--- config.mk ---
export PLATFORM = sky130hd
export DESIGN_NAME = spi_cs_master
export DESIGN_NICKNAME = d
export VERILOG_FILES = /design/src/rtl/spim_pkg.sv /design/src/rtl/spim_modf_guard.sv /design/src/rtl/spim_shift.sv /design/src/rtl/spim_seq.sv /design/src/rtl/spi_cs_master.sv
export SDC_FILE = /design/constraint.sdc
export NUM_CORES = 1
export LEC_CHECK = 0
export ABC_AREA = 1
export ABC_CLOCK_PERIOD_IN_PS = 4280
export BUFFER_PORTS_ARGS = -buffer_cell sky130_fd_sc_hd__buf_2
export CAP_MARGIN = 20
export CORE_MARGIN = 8
export CORE_UTILIZATION = 63
export CTS_CLUSTER_DIAMETER = 200
export DETAILED_ROUTE_END_ITERATION = 10
export MAX_ROUTING_LAYER = met4
export PLACE_DENSITY_LB_ADDON = 0.05
export SLEW_MARGIN = 20
export SYNTH_ARGS = -nofsm -noshare
export SYNTH_HDL_FRONTEND = slang
export SYNTH_SLANG_ARGS = --single-unit
--- constraint.sdc ---
create_clock -name clk -period 4.28 [get_ports clk]
set_input_delay 1.284 -clock clk [delete_from_list [all_inputs] [get_ports clk]]
set_output_delay 1.284 -clock clk [all_outputs]
set_load 0.01 [all_outputs]
--- src/rtl/spim_pkg.sv ---
package spim_pkg;

    // Sequencer phases of the transfer engine
    typedef enum logic [1:0] {
        SQ_IDLE     = 2'd0,
        SQ_CS_GAP   = 2'd1,
        SQ_SHIFT    = 2'd2,
        SQ_XFER_GAP = 2'd3
    } seq_state_e;

endpackage

--- src/rtl/spim_modf_guard.sv ---
// Synchronizes the shared slave-select input and owns the enable and
// multi-master fault flags.
module spim_modf_guard #(
    parameter int SYNC_STAGES = 2
) (
    input  logic clk,
    input  logic rst_n,
    input  logic nss_i,
    input  logic detect_off_i,
    input  logic en_set_i,
    input  logic stat_rd_i,
    output logic en_o,
    output logic modf_o
);

    typedef struct packed {
        logic [SYNC_STAGES-1:0] sync;
        logic                   en;
        logic                   modf;
    } guard_t;

    guard_t q, d;
    logic   nss_s;
    logic   fault;

    assign nss_s = q.sync[SYNC_STAGES-1];

    always_comb begin
        d      = q;
        d.sync = {q.sync[SYNC_STAGES-2:0], nss_i};
        fault  = q.en && !detect_off_i && !nss_s;
        if (stat_rd_i) d.modf = 1'b0;
        if (en_set_i)  d.en   = 1'b1;
        if (fault) begin
            d.en   = 1'b0;
            d.modf = 1'b1;
        end
    end

    always_ff @(posedge clk or negedge rst_n) begin
        if (!rst_n) begin
            q.sync <= '1;
            q.en   <= 1'b0;
            q.modf <= 1'b0;
        end else begin
            q <= d;
        end
    end

    assign en_o   = q.en;
    assign modf_o = q.modf;


    modf_set_chk: assert property (@(posedge clk) disable iff (!rst_n)
        (en_o && !detect_off_i && !nss_s) |=> (!en_o && modf_o));


    modf_sticky_chk: assert property (@(posedge clk) disable iff (!rst_n)
        (modf_o && !stat_rd_i) |=> modf_o);


    en_stays_off_chk: assert property (@(posedge clk) disable iff (!rst_n)
        (!en_o && !en_set_i) |=> !en_o);


    modf_masked_chk: assert property (@(posedge clk) disable iff (!rst_n)
        (detect_off_i && !modf_o) |=> !modf_o);

endmodule

--- src/rtl/spim_shift.sv ---
// Mode 0 shift engine: SCK idles low, MOSI moves on falling edges,
// MISO captured on rising edges, MSB first.
module spim_shift #(
    parameter int DATA_W = 8,
    parameter int DIV_W  = 8
) (
    input  logic              clk,
    input  logic              rst_n,
    input  logic              start_i,
    input  logic              abort_i,
    input  logic [DATA_W-1:0] data_i,
    input  logic [DIV_W-1:0]  div_i,
    input  logic              miso_i,
    output logic              sck_o,
    output logic              mosi_o,
    output logic              done_o,
    output logic [DATA_W-1:0] rx_o
);

    localparam int BIT_W = (DATA_W > 1) ? $clog2(DATA_W) : 1;

    typedef struct packed {
        logic              busy;
        logic              sck;
        logic [DIV_W-1:0]  cnt;
        logic [BIT_W-1:0]  bitn;
        logic [DATA_W-1:0] sr;
        logic [DATA_W-1:0] rx;
        logic              done;
    } shift_t;

    shift_t           q, d;
    logic [DIV_W-1:0] half_last;

    assign half_last = (div_i == '0) ? '0 : div_i - DIV_W'(1);

    always_comb begin
        d      = q;
        d.done = 1'b0;
        if (abort_i) begin
            d.busy = 1'b0;
            d.sck  = 1'b0;
            d.cnt  = '0;
        end else if (start_i) begin
            d.busy = 1'b1;
            d.sck  = 1'b0;
            d.cnt  = '0;
            d.bitn = '0;
            d.sr   = data_i;
        end else if (q.busy) begin
            if (q.cnt == half_last) begin
                d.cnt = '0;
                if (!q.sck) begin
                    d.sck = 1'b1;
                    d.rx  = {q.rx[DATA_W-2:0], miso_i};
                end else begin
                    d.sck = 1'b0;
                    if (q.bitn == BIT_W'(DATA_W - 1)) begin
                        d.busy = 1'b0;
                        d.done = 1'b1;
                    end else begin
                        d.bitn = q.bitn + BIT_W'(1);
                        d.sr   = {q.sr[DATA_W-2:0], 1'b0};
                    end
                end
            end else begin
                d.cnt = q.cnt + DIV_W'(1);
            end
        end
    end

    always_ff @(posedge clk or negedge rst_n) begin
        if (!rst_n) begin
            q <= '0;
        end else begin
            q <= d;
        end
    end

    assign sck_o  = q.sck;
    assign mosi_o = q.sr[DATA_W-1];
    assign done_o = q.done;
    assign rx_o   = q.rx;


    mosi_steady_chk: assert property (@(posedge clk) disable iff (!rst_n)
        $rose(sck_o) |-> $stable(mosi_o));

endmodule

--- src/rtl/spim_seq.sv ---
// Holding stage, chip-select control and inter-transfer delays.
module spim_seq
    import spim_pkg::*;
#(
    parameter int DATA_W = 8,
    parameter int NUM_CS = 4,
    parameter int DLY_W  = 8,
    localparam int SEL_W = (NUM_CS > 1) ? $clog2(NUM_CS) : 1
) (
    input  logic              clk,
    input  logic              rst_n,
    input  logic              en_i,
    input  logic              wr_i,
    input  logic [DATA_W-1:0] wr_data_i,
    input  logic [SEL_W-1:0]  wr_sel_i,
    input  logic              wr_hold_i,
    input  logic [DLY_W-1:0]  dly_xfer_i,
    input  logic [DLY_W-1:0]  dly_cs_i,
    input  logic              shift_done_i,
    output logic              tx_empty_o,
    output logic              start_o,
    output logic              abort_o,
    output logic [DATA_W-1:0] data_o,
    output logic [NUM_CS-1:0] cs_n_o
);

    typedef struct packed {
        seq_state_e        st;
        logic              pend;
        logic [DATA_W-1:0] pend_data;
        logic [SEL_W-1:0]  pend_sel;
        logic              pend_hold;
        logic [DATA_W-1:0] cur_data;
        logic [SEL_W-1:0]  cur_sel;
        logic              cur_hold;
        logic              cs_act;
        logic [DLY_W-1:0]  cnt;
        logic              start;
    } seq_t;

    seq_t             q, d;
    logic [DLY_W-1:0] xfer_last;
    logic [DLY_W-1:0] cs_last;

    assign xfer_last = (dly_xfer_i == '0) ? '0 : dly_xfer_i - DLY_W'(1);
    assign cs_last   = (dly_cs_i   == '0) ? '0 : dly_cs_i   - DLY_W'(1);

    always_comb begin
        d       = q;
        d.start = 1'b0;
        if (!en_i) begin
            d.st     = SQ_IDLE;
            d.pend   = 1'b0;
            d.cs_act = 1'b0;
            d.cnt    = '0;
        end else begin
            if (wr_i && !q.pend) begin
                d.pend      = 1'b1;
                d.pend_data = wr_data_i;
                d.pend_sel  = wr_sel_i;
                d.pend_hold = wr_hold_i;
            end
            unique case (q.st)
                SQ_IDLE: begin
                    if (q.pend) begin
                        d.pend     = 1'b0;
                        d.cur_data = q.pend_data;
                        d.cur_sel  = q.pend_sel;
                        d.cur_hold = q.pend_hold;
                        d.cnt      = '0;
                        if (q.cs_act && (q.cur_sel == q.pend_sel)) begin
                            d.st    = SQ_SHIFT;
                            d.start = 1'b1;
                        end else begin
                            d.cs_act = 1'b0;
                            d.st     = SQ_CS_GAP;
                        end
                    end
                end
                SQ_CS_GAP: begin
                    if (q.cnt == cs_last) begin
                        d.cnt    = '0;
                        d.cs_act = 1'b1;
                        d.st     = SQ_SHIFT;
                        d.start  = 1'b1;
                    end else begin
                        d.cnt = q.cnt + DLY_W'(1);
                    end
                end
                SQ_SHIFT: begin
                    if (shift_done_i) begin
                        if (!q.cur_hold) d.cs_act = 1'b0;
                        d.cnt = '0;
                        d.st  = SQ_XFER_GAP;
                    end
                end
                SQ_XFER_GAP: begin
                    if (q.cnt == xfer_last) begin
                        d.cnt = '0;
                        d.st  = SQ_IDLE;
                    end else begin
                        d.cnt = q.cnt + DLY_W'(1);
                    end
                end
                default: d.st = SQ_IDLE;
            endcase
        end
    end

    always_ff @(posedge clk or negedge rst_n) begin
        if (!rst_n) begin
            q    <= '0;
            q.st <= SQ_IDLE;
        end else begin
            q <= d;
        end
    end

    for (genvar i = 0; i < NUM_CS; i++) begin : g_cs
        assign cs_n_o[i] = !(q.cs_act && (q.cur_sel == SEL_W'(i)));
    end

    assign tx_empty_o = !q.pend;
    assign start_o    = q.start;
    assign abort_o    = !en_i;
    assign data_o     = q.cur_data;


    cs_single_chk: assert property (@(posedge clk) disable iff (!rst_n)
        $onehot0(~cs_n_o));


    pend_kept_chk: assert property (@(posedge clk) disable iff (!rst_n)
        (en_i && !tx_empty_o) |=> $stable(q.pend_data));


    held_select_chk: assert property (@(posedge clk) disable iff (!rst_n)
        (en_i && q.st == SQ_SHIFT && shift_done_i && q.cur_hold) |=> $stable(cs_n_o));


    off_release_chk: assert property (@(posedge clk) disable iff (!rst_n)
        !en_i |=> (cs_n_o == {NUM_CS{1'b1}}));

endmodule

--- src/rtl/spi_cs_master.sv ---
module spi_cs_master #(
    parameter int DATA_W      = 8,
    parameter int NUM_CS      = 4,
    parameter int DIV_W       = 8,
    parameter int DLY_W       = 8,
    parameter int SYNC_STAGES = 2,
    localparam int SEL_W      = (NUM_CS > 1) ? $clog2(NUM_CS) : 1
) (
    input  logic              clk,
    input  logic              rst_n,
    input  logic              en_set_i,
    input  logic              stat_rd_i,
    input  logic              modf_off_i,
    input  logic [DIV_W-1:0]  clk_div_i,
    input  logic [DLY_W-1:0]  dly_xfer_i,
    input  logic [DLY_W-1:0]  dly_cs_i,
    input  logic              tx_wr_i,
    input  logic [DATA_W-1:0] tx_data_i,
    input  logic [SEL_W-1:0]  tx_sel_i,
    input  logic              tx_hold_i,
    output logic              tx_empty_o,
    output logic              enabled_o,
    output logic              modf_o,
    output logic              rx_valid_o,
    output logic [DATA_W-1:0] rx_data_o,
    output logic              sck_o,
    output logic              mosi_o,
    input  logic              miso_i,
    input  logic              nss_i,
    output logic [NUM_CS-1:0] cs_n_o
);

    logic              en;
    logic              start;
    logic              abort;
    logic              done;
    logic [DATA_W-1:0] cur_data;

    spim_modf_guard #(
        .SYNC_STAGES (SYNC_STAGES)
    ) u_guard (
        .clk          (clk),
        .rst_n        (rst_n),
        .nss_i        (nss_i),
        .detect_off_i (modf_off_i),
        .en_set_i     (en_set_i),
        .stat_rd_i    (stat_rd_i),
        .en_o         (en),
        .modf_o       (modf_o)
    );

    spim_seq #(
        .DATA_W (DATA_W),
        .NUM_CS (NUM_CS),
        .DLY_W  (DLY_W)
    ) u_seq (
        .clk          (clk),
        .rst_n        (rst_n),
        .en_i         (en),
        .wr_i         (tx_wr_i),
        .wr_data_i    (tx_data_i),
        .wr_sel_i     (tx_sel_i),
        .wr_hold_i    (tx_hold_i),
        .dly_xfer_i   (dly_xfer_i),
        .dly_cs_i     (dly_cs_i),
        .shift_done_i (done),
        .tx_empty_o   (tx_empty_o),
        .start_o      (start),
        .abort_o      (abort),
        .data_o       (cur_data),
        .cs_n_o       (cs_n_o)
    );

    spim_shift #(
        .DATA_W (DATA_W),
        .DIV_W  (DIV_W)
    ) u_shift (
        .clk     (clk),
        .rst_n   (rst_n),
        .start_i (start),
        .abort_i (abort),
        .data_i  (cur_data),
        .div_i   (clk_div_i),
        .miso_i  (miso_i),
        .sck_o   (sck_o),
        .mosi_o  (mosi_o),
        .done_o  (done),
        .rx_o    (rx_data_o)
    );

    assign enabled_o  = en;
    assign rx_valid_o = done;


    off_sck_low_chk: assert property (@(posedge clk) disable iff (!rst_n)
        !enabled_o |=> !sck_o);

endmodule

==> out/results.ini, run 1 <==
[logic_synthesis]
synth_top_family_by_area=simple AND/OR/NAND/NOR gates
synth-simple-area-share=0.3922
ys_types=32
syn_nets=706
synthAdderAreaFrac=0.03338
yosys-mux-area-fraction=0.01502
ys_ff_latch=69
ys_top_cells_by_area=dfrtp_1 37%, nand2_1 19%, nand3_1 7.2%, inv_1 6.9%, nor2_1 4.3%
synth.cell_area_um2=4498
syn_inst=651
ys_seq_area_frac=0.3844
synth_xor_area_frac=0.01947
syn_avg_cell_area_um2=6.909
synth_compound_area_frac=0.05369
synth_warnings=0
yosysTopAreaCellShare=0.3727
yosys.area.top_type=dfrtp_1

[clock_tree]
cts_made_buffers=9
cts-resized-gates=0
cts_setup_buffers=0
htree_levels=3
clock_sinks=69
cts.hold.buffers_added=0
cts_max_path_buffers=2
clk_latency_ps=350
clockRootBuffer=clkbuf_8
cts_tree=yes
clkTransAtPathRegs_ps=80

[die]
die-area_um2=10100
io_pins=61
start_util=0.6337
core-area_um2=7098
die_x_um=100.5
die_y_um=100.5
rows=31

[critical_path]
cp_data_arrival_time_ps=3640
crit_path_start_kind=input pin
cp.depth=16
reg2regPathDepth=6
worstSetupEndpointType=flop
r2r_start=u_guard.en_o
critPathRequiredTime_ps=4510
cp_max_fo=12
slowest_delay_ps=320
critical_path_class=input pin to flop
slowest_stage=nand2_1
crit_chain=buf_2 -> inv_1 -> ha_1 -> nand2_1 -> nor2_2 -> nand2_2 -> nand2_1 -> nand2_1 -> nand2_1 -> nand2_1 -> nor2_4 -> nand4_1 -> nand2_1 -> nand2_1 -> nand2_1 -> nand2_1
cp_num_buf_inv=2
critical_path.top_delay_family=simple AND/OR/NAND/NOR gates
cp-startpoint=clk_div_i[0]
critPathMostFrequentCell=nand2_1

[worst_hold_path]
worstHoldPathType=flop to flop
holdCritStartpoint=u_guard.d[3]
whs_path_depth=0

[timing]
fmax_mhz=293.1
setup_tns_ps=0
slew_viol_final=0
setup_slack_ps=867.9
holdWs_ps=368.7
setup_viol=0
min_period_over_period=0.7972
period_minus_slack_ps=3412
finClkSkew_ps=14.52
hold_violations=0
slew_headroom=0.4162
worst_slew_pin_slew_ps=875.7
rsz0062_at_grt=no

[routing]
vias=4295
first_iter_violations=231
drc=0
drt_wl_total_um=10450
routedWlPerCell_um=12.97
vias_per_cell=5.329
drtAntennaViolNets=0
dr.pass1.iters=5

[layout]
drive_gt1_frac=0.1471
fin_cells=806
multiInputGateArea_um2=2311
antenna_cells=0
nets=758
regArea_um2=1729
area_growth_pct=10.96
nFillCells=612

[global_routing]
track_usage=0.2220
grt-ovfl-total=0
grt_pass1_vias=4091
antenna_found_initial=0
grt_pass1_wl_um=17630
grt_max_degree=70

[placement]
routabilityCongestion=0.9178
dp_cells=791
pre_cts_slack_ps=560.0
io_buffers=60
place_hpwl_um=7755

[power]
p_per_area_nw_per_um2=359.0
vdd_drop_max_mv=0.3024
leakagePower_nw=2.681

[job]
max-cap-violations=0

[run_status]
status=complete, no violations

[registers in the layout (all words and copies together) (netlist names)]
name and cells:
u_shift.mosi_o 1, u_guard.en_o 1, u_seq.start_o 1, u_seq.data_o 8, u_shift.sck_o 1, u_guard.modf_o 1
u_seq.q 26, u_guard.d 1, u_shift.done_o 1, u_shift.rx_o 8, u_shift.q 19, u_guard.nss_s 1
[final cells by class]
cell class                      count  area share
Clock inverter                      6     0.01304
Multi-Input combinational cell    474      0.4630
Tap cell                           99     0.02482
Sequential cell                    69      0.3465
Timing Repair Buffer               61     0.06167
Clock buffer                        9     0.02482
Inverter                           88     0.06618
[power breakdown]
group | switching (mW) | total, mW | internal (mW)
clock network | 0.260 | 0.525 | 0.266
logic | 0.283 | 0.432 | 0.150
registers | 0.0736 | 0.834 | 0.760
total | 0.616 | 1.79 | 1.18
[routing by layer]
metal | share of wire | global-route usage | vias to the layer above
li1 | - | - | 2165
met5 | 0 | - | -
met1 | 0.43 | 0.2672 | 1986
met3 | 0.048 | 0.03798 | 20
met2 | 0.50 | 0.3610 | 124
met4 | 0.020 | 0.09419 | 0
[cells in the mapped netlist (all sizes together)]
cell / instances
nand2: 231
inv: 88
nand3: 68
dfrtp: 67
nor2: 57
o21ai: 36
nand4: 24
nor3: 17
buf: 14
ha: 12
xor2: 10
a21oi: 8
clkbuf: 6
mux2: 6
dfstp: 2
o211ai: 1
o21bai: 1
o22ai: 1
or2: 1
or3: 1
[layout by cell type (no fill, tap or decap), types with 3 or more instances in the layout]
cell        n
xor2_1     10
buf_2      60
o21ai_0    30
ha_1       12
a21oi_1     8
nor2_1     51
inv_2       5
mux2_2      6
dfrtp_1    67
clkbuf_8    9
nand2_1   229
nand4_1    24
nor3_1     14
nand3_1    65
nor2_2      3
o21ai_1     6
inv_1      83
[final timing paths]
kind | end | slack (ps)
setup / recovery | u_shift.q[13] | 870
hold / removal | u_guard.nss_s | 370
setup reg to reg | u_shift.rx_o[6] | 1720
hold reg to reg | u_guard.nss_s | 370
max in group asynchronous | u_shift.done_o | 2560
min in group asynchronous | u_shift.q[26] | 1110
[kinds of logic after synthesis]
logic type	count (synthesis)
xor+xnor	10
compound gates	47
buf+inv	108
simple gates	399
flops	69
mux	6
fa+ha+maj	12
[stage by stage]
stage,area [um2],util,total power [mW]
floorplan,4498,-,1.141
global placement,4802,0.6765,1.257
detailed placement,4802,0.6765,1.274
CTS,4991,0.7032,1.801
global route,4991,0.7032,1.908
finish,4991,0.7032,1.792
Power figures use the tool's default switching activity.
==> run 2: changes to the inputs <==
--- a/config.mk
+++ b/config.mk
@@ -6,11 +6,11 @@
 export NUM_CORES = 1
 export LEC_CHECK = 0
 export ABC_AREA = 1
-export ABC_CLOCK_PERIOD_IN_PS = 4280
+export ABC_CLOCK_PERIOD_IN_PS = 2900
 export BUFFER_PORTS_ARGS = -buffer_cell sky130_fd_sc_hd__buf_2
 export CAP_MARGIN = 20
 export CORE_MARGIN = 8
-export CORE_UTILIZATION = 63
+export CORE_UTILIZATION = 53
 export CTS_CLUSTER_DIAMETER = 200
 export DETAILED_ROUTE_END_ITERATION = 10
 export MAX_ROUTING_LAYER = met4
==> constraint.sdc (replaced) <==
create_clock -name clk -period 2.9 [get_ports clk]
set_input_delay 0.87 -clock clk [delete_from_list [all_inputs] [get_ports clk]]
set_output_delay 0.87 -clock clk [all_outputs]
set_load 0.01 [all_outputs]
==> out/results.ini, run 2 (synthesis results as in run 1) <==
[power]
p_sw_mw=0.8760
combPwrFrac=0.235
switching_share=0.3168
p_seq_frac=0.444
p_int_mw=1.889
vdd_drop_max_mv=0.5033
p_per_area_nw_per_um2=540.6
leakagePower_nw=2.747
clkPwrFrac=0.321
power_mw=2.765

[layout]
multiInputGateArea_um2=2311
final_common_cell=nand2_1
regArea_um2=1729
largestRegisters=u_seq.q: 26 flops, u_shift.q: 19 flops
area_growth_pct=13.71
fin_cells=821
antenna_cells=0
nFillCells=821
largest-register=u_seq.q
final_cell_mix=229 x nand2_1, 83 x inv_1, 67 x dfrtp_1, 65 x nand3_1, 60 x buf_2
largest_reg_flops=26
nets=766
drive_gt1_frac=0.1578

[clock_tree]
cts_max_path_buffers=2
htree_levels=3
clock_sinks=69
clockRootBuffer=clkbuf_8
cts_setup_buffers=0
cts.hold.buffers_added=0
cts-resized-gates=0
cts_tree=yes
clk_latency_ps=340
clkTransAtPathRegs_ps=70
cts_made_buffers=9

[timing]
fmax_mhz=380.6
min_period_over_period=0.9061
setup_tns_ps=0
rsz0062_at_grt=no
finClkSkew_ps=9.850
setup_viol=0
hold_violations=0
slew_viol_final=0
worst_slew_pin_slew_ps=662.5
holdWs_ps=384.2
slew_headroom=0.5571
setup_slack_ps=272.4
period_minus_slack_ps=2628

[worst_hold_path]
worstHoldPathType=flop to flop
whs_path_depth=0

[critical_path]
cp_data_arrival_time_ps=2840
critPathMostFrequentCell=nand2_1
critical_path_class=input pin to flop
critPathRequiredTime_ps=3120
crit_path_start_kind=input pin
slowest_delay_ps=270
slowest_stage=ha_1
worstSetupEndpointType=flop
rrSetupSlack_ps=940
crit_chain=buf_2 -> inv_1 -> ha_1 -> nand2_1 -> inv_1 -> nand2_1 -> nand3_1 -> nand2_1 -> nand2_1 -> nand2_1 -> nor2_1 -> nand2_1 -> nand2_1 -> nand2_1 -> nand2_1 -> o21ai_0
cp_max_fo=12
reg2regPathDepth=11

[die]
die_y_um=108.1
die-area_um2=11690
io_pins=61
die_x_um=108.1
rows=33
start_util=0.5474
core-area_um2=8217

[global_routing]
antenna_found_initial=0
grt_pass1_wl_um=16840
grt-ovfl-total=0
track_usage=0.1787
grt_pass1_vias=3827
grt_max_degree=70

[placement]
pre_cts_slack_ps=-43.71
dp_cells=805
io_buffers=60
place_hpwl_um=7652
routabilityCongestion=0.8894

[routing]
first_iter_violations=172
dr.pass1.iters=5
vias_per_cell=5.037
routedWlPerCell_um=12.08
drtAntennaViolNets=0
vias=4135
drc=0
drt_wl_total_um=9915

[job]
max-cap-violations=0

[run_status]
status=complete, no violations

==> run 2: layout make-up <==
| type | instances | area share |
|---|---|---|
| Inverter | 88 | 0.06458 |
| Sequential cell | 69 | 0.3381 |
| Clock inverter | 5 | 0.01590 |
| Tap cell | 105 | 0.02568 |
| Timing Repair Buffer | 69 | 0.07436 |
| Clock buffer | 11 | 0.02960 |
| Multi-Input combinational cell | 474 | 0.4518 |
==> run 2: layer usage <==
layer / routed length [um] / track usage
met2: 4901 / 0.2899
met4: 55 / 0.03072
met5: 0 / -
met3: 410 / 0.03807
met1: 4547 / 0.2264
==> run 2: worst paths after layout <==
kind                                   start               to
worst min register to register  u_guard.d[3]    u_guard.nss_s
min in group asynchronous              rst_n  u_shift.rx_o[7]
worst max-delay path             dly_cs_i[0]       u_seq.q[7]
worst min-delay path            u_guard.d[3]    u_guard.nss_s
worst max register to register   u_seq.q[33]       u_seq.q[9]
max in group asynchronous              rst_n    u_guard.nss_s
==> run 2: metrics by stage <==
| stage | cell area, um2 | util |
|---|---|---|
| after floorplan | 4498 | - |
| after global placement | 4882 | 0.5942 |
| after detailed placement | 4882 | 0.5942 |
| after CTS | 5115 | 0.6225 |
| after global routing | 5115 | 0.6225 |
| final | 5115 | 0.6225 |
==> run 2: power by group through the flow <==
stage | Sequential, mW | Combinational (mW) | Clock [mW]
final | 1.23 | 0.651 | 0.887
after floorplan | 1.21 | 0.473 | 0
after global placement | 1.24 | 0.631 | 0
after global routing | 1.25 | 0.753 | 0.951
after CTS | 1.23 | 0.660 | 0.911
after detailed placement | 1.24 | 0.654 | 0
==> run 2: critical path, delay by kind of cell <==
kind / cells / cell delay [ps]
simple gates: 11 / 1250
buf+inv: 3 / 350
compound gates: 1 / 80
fa+ha+maj: 1 / 270
==> run 3: changes to the inputs <==
--- a/config.mk
+++ b/config.mk
@@ -15,7 +15,8 @@
 export DETAILED_ROUTE_END_ITERATION = 10
 export MAX_ROUTING_LAYER = met4
 export PLACE_DENSITY_LB_ADDON = 0.05
-export SLEW_MARGIN = 20
+export REMOVE_ABC_BUFFERS = 1
+export SLEW_MARGIN = 30
 export SYNTH_ARGS = -nofsm -noshare
 export SYNTH_HDL_FRONTEND = slang
 export SYNTH_SLANG_ARGS = --single-unit
==> out/results.ini, run 3 (synthesis results as in run 1) <==
[run_status]
status=complete, no violations

[power]
leakagePower_nw=2.736
power_mw=2.562
p_per_area_nw_per_um2=504.7
vdd_drop_max_mv=0.3429

[worst_hold_path]
worstHoldPathType=flop to flop

[layout]
finalInstanceArea_um2=5077
nFillCells=776
multiInputGateArea_um2=2311
regArea_um2=1729
antenna_cells=0
final_common_cell=nand2_1
largest-register=u_seq.q
drive_gt1_frac=0.1572
area_growth_pct=12.88
nets=769
largestRegisters=u_seq.q: 26 flops, u_shift.q: 19 flops
final_cell_mix=229 x nand2_1, 83 x inv_1, 67 x dfrtp_1, 65 x nand3_1, 60 x buf_2
largest_reg_flops=26

[critical_path]
crit_path_start_kind=input pin
cp_max_fo=12
cp_data_arrival_time_ps=2800
rrSetupSlack_ps=970
critPathRequiredTime_ps=3110
critical_path_class=input pin to flop
worstSetupEndpointType=flop

[routing]
vias=4243
drt_wl_total_um=10240
drc=0
dr.pass1.iters=4
routedWlPerCell_um=12.43
drtAntennaViolNets=0
first_iter_violations=176
vias_per_cell=5.149

[global_routing]
track_usage=0.1882
grt_pass1_vias=4003
grt_max_degree=33
grt_pass1_wl_um=17630
grt-ovfl-total=0
antenna_found_initial=0

[clock_tree]
cts_made_buffers=9
clk_latency_ps=340
clkTransAtPathRegs_ps=60
clockRootBuffer=clkbuf_8
cts.hold.buffers_added=0
cts-resized-gates=0
cts_setup_buffers=0
cts_tree=yes
clock_sinks=69
cts_max_path_buffers=2
htree_levels=3

[die]
die_x_um=108.1
start_util=0.5474
rows=33
io_pins=61
core-area_um2=8217
die-area_um2=11690
die_y_um=108.1

[placement]
place_hpwl_um=7890
dpl_cell_area_um2=4905
io_buffers=60
routabilityCongestion=0.8825

[timing]
period_minus_slack_ps=2591
rsz0062_at_grt=no
finClkSkew_ps=9.513
setup_viol=0
min_period_over_period=0.8933
worst_slew_pin_slew_ps=726.5
hold_violations=0
slew_viol_final=0
fmax_mhz=386.0
slew_headroom=0.5156

[job]
max-cap-violations=0

==> run 3: changes by cell type in the layout (fill, tap and decap cells not counted), sizes merged <==
cell,previous run,this run
buf,69,72
bufinv,2,0
clkbuf,11,14
clkinv,1,2
clkinvlp,1,0
inv,89,88
==> run 3: critical path, cell delays in order <==
cell     delay (ps)
buf_2            90
inv_1           170
ha_1            290
nand2_1         120
inv_1            90
nand2_1         220
nand2_1         120
nand2_1          50
nand2_1          60
nand3_1          60
nor2_1          110
nand2_1         100
nand2_1          70
nand2_1         170
nand2_1         110
o21ai_0          80
==> run 3: path summary, 6_finish.rpt <==
check	from	endpoint	cells past startpoint
worst max-delay path	dly_cs_i[0]	u_seq.q[7]	16
worst min-delay path	u_guard.d[3]	u_guard.nss_s	0
worst max register to register	u_seq.q[33]	u_seq.q[9]	11
worst min register to register	u_guard.d[3]	u_guard.nss_s	0
max in group asynchronous	rst_n	u_guard.d[3]	2
min in group asynchronous	rst_n	u_shift.q[19]	1
==> run 3: power by group <==
group	internal [mW]	switching [mW]
logic	0.237	0.419
registers	1.12	0.100
clock network	0.355	0.327
==> run 3: stage by stage <==
| step | setup TNS (ps) | setup WS [ps] | hold WS (ps) | cells | util |
|---|---|---|---|---|---|
| 4_1_cts | 0 | 342.7 | 377.4 | 824 | 0.6179 |
| 2_1_floorplan | 0 | 91.55 | 345.2 | 631 | - |
| 5_1_grt | 0 | 32.32 | 378.0 | 824 | 0.6179 |
| 3_3_place_gp | 0 | 52.18 | 366.4 | 808 | 0.5969 |
| 3_5_place_dp | -17.38 | -11.65 | 367.1 | 808 | 0.5969 |
| 6_report | 0 | 309.4 | 375.9 | 824 | 0.6179 |
==> run 3: layout make-up <==
class,count,area share
timing repair buffer,72,0.07935
multi-input combinational,474,0.4552
clock buffer,14,0.03204
sequential,69,0.3406
clock inverter,2,0.001971
tap,105,0.02587
inverter,88,0.06506
==> run 3: routing by layer <==
| metal | global-route usage | routed length (um) | vias to the layer above |
|---|---|---|---|
| met3 | 0.04997 | 493 | 5 |
| met5 | - | 0 | - |
| met2 | 0.3043 | 4854 | 83 |
| li1 | - | - | 2190 |
| met1 | 0.2334 | 4841 | 1965 |
| met4 | 0.03171 | 49 | 0 |
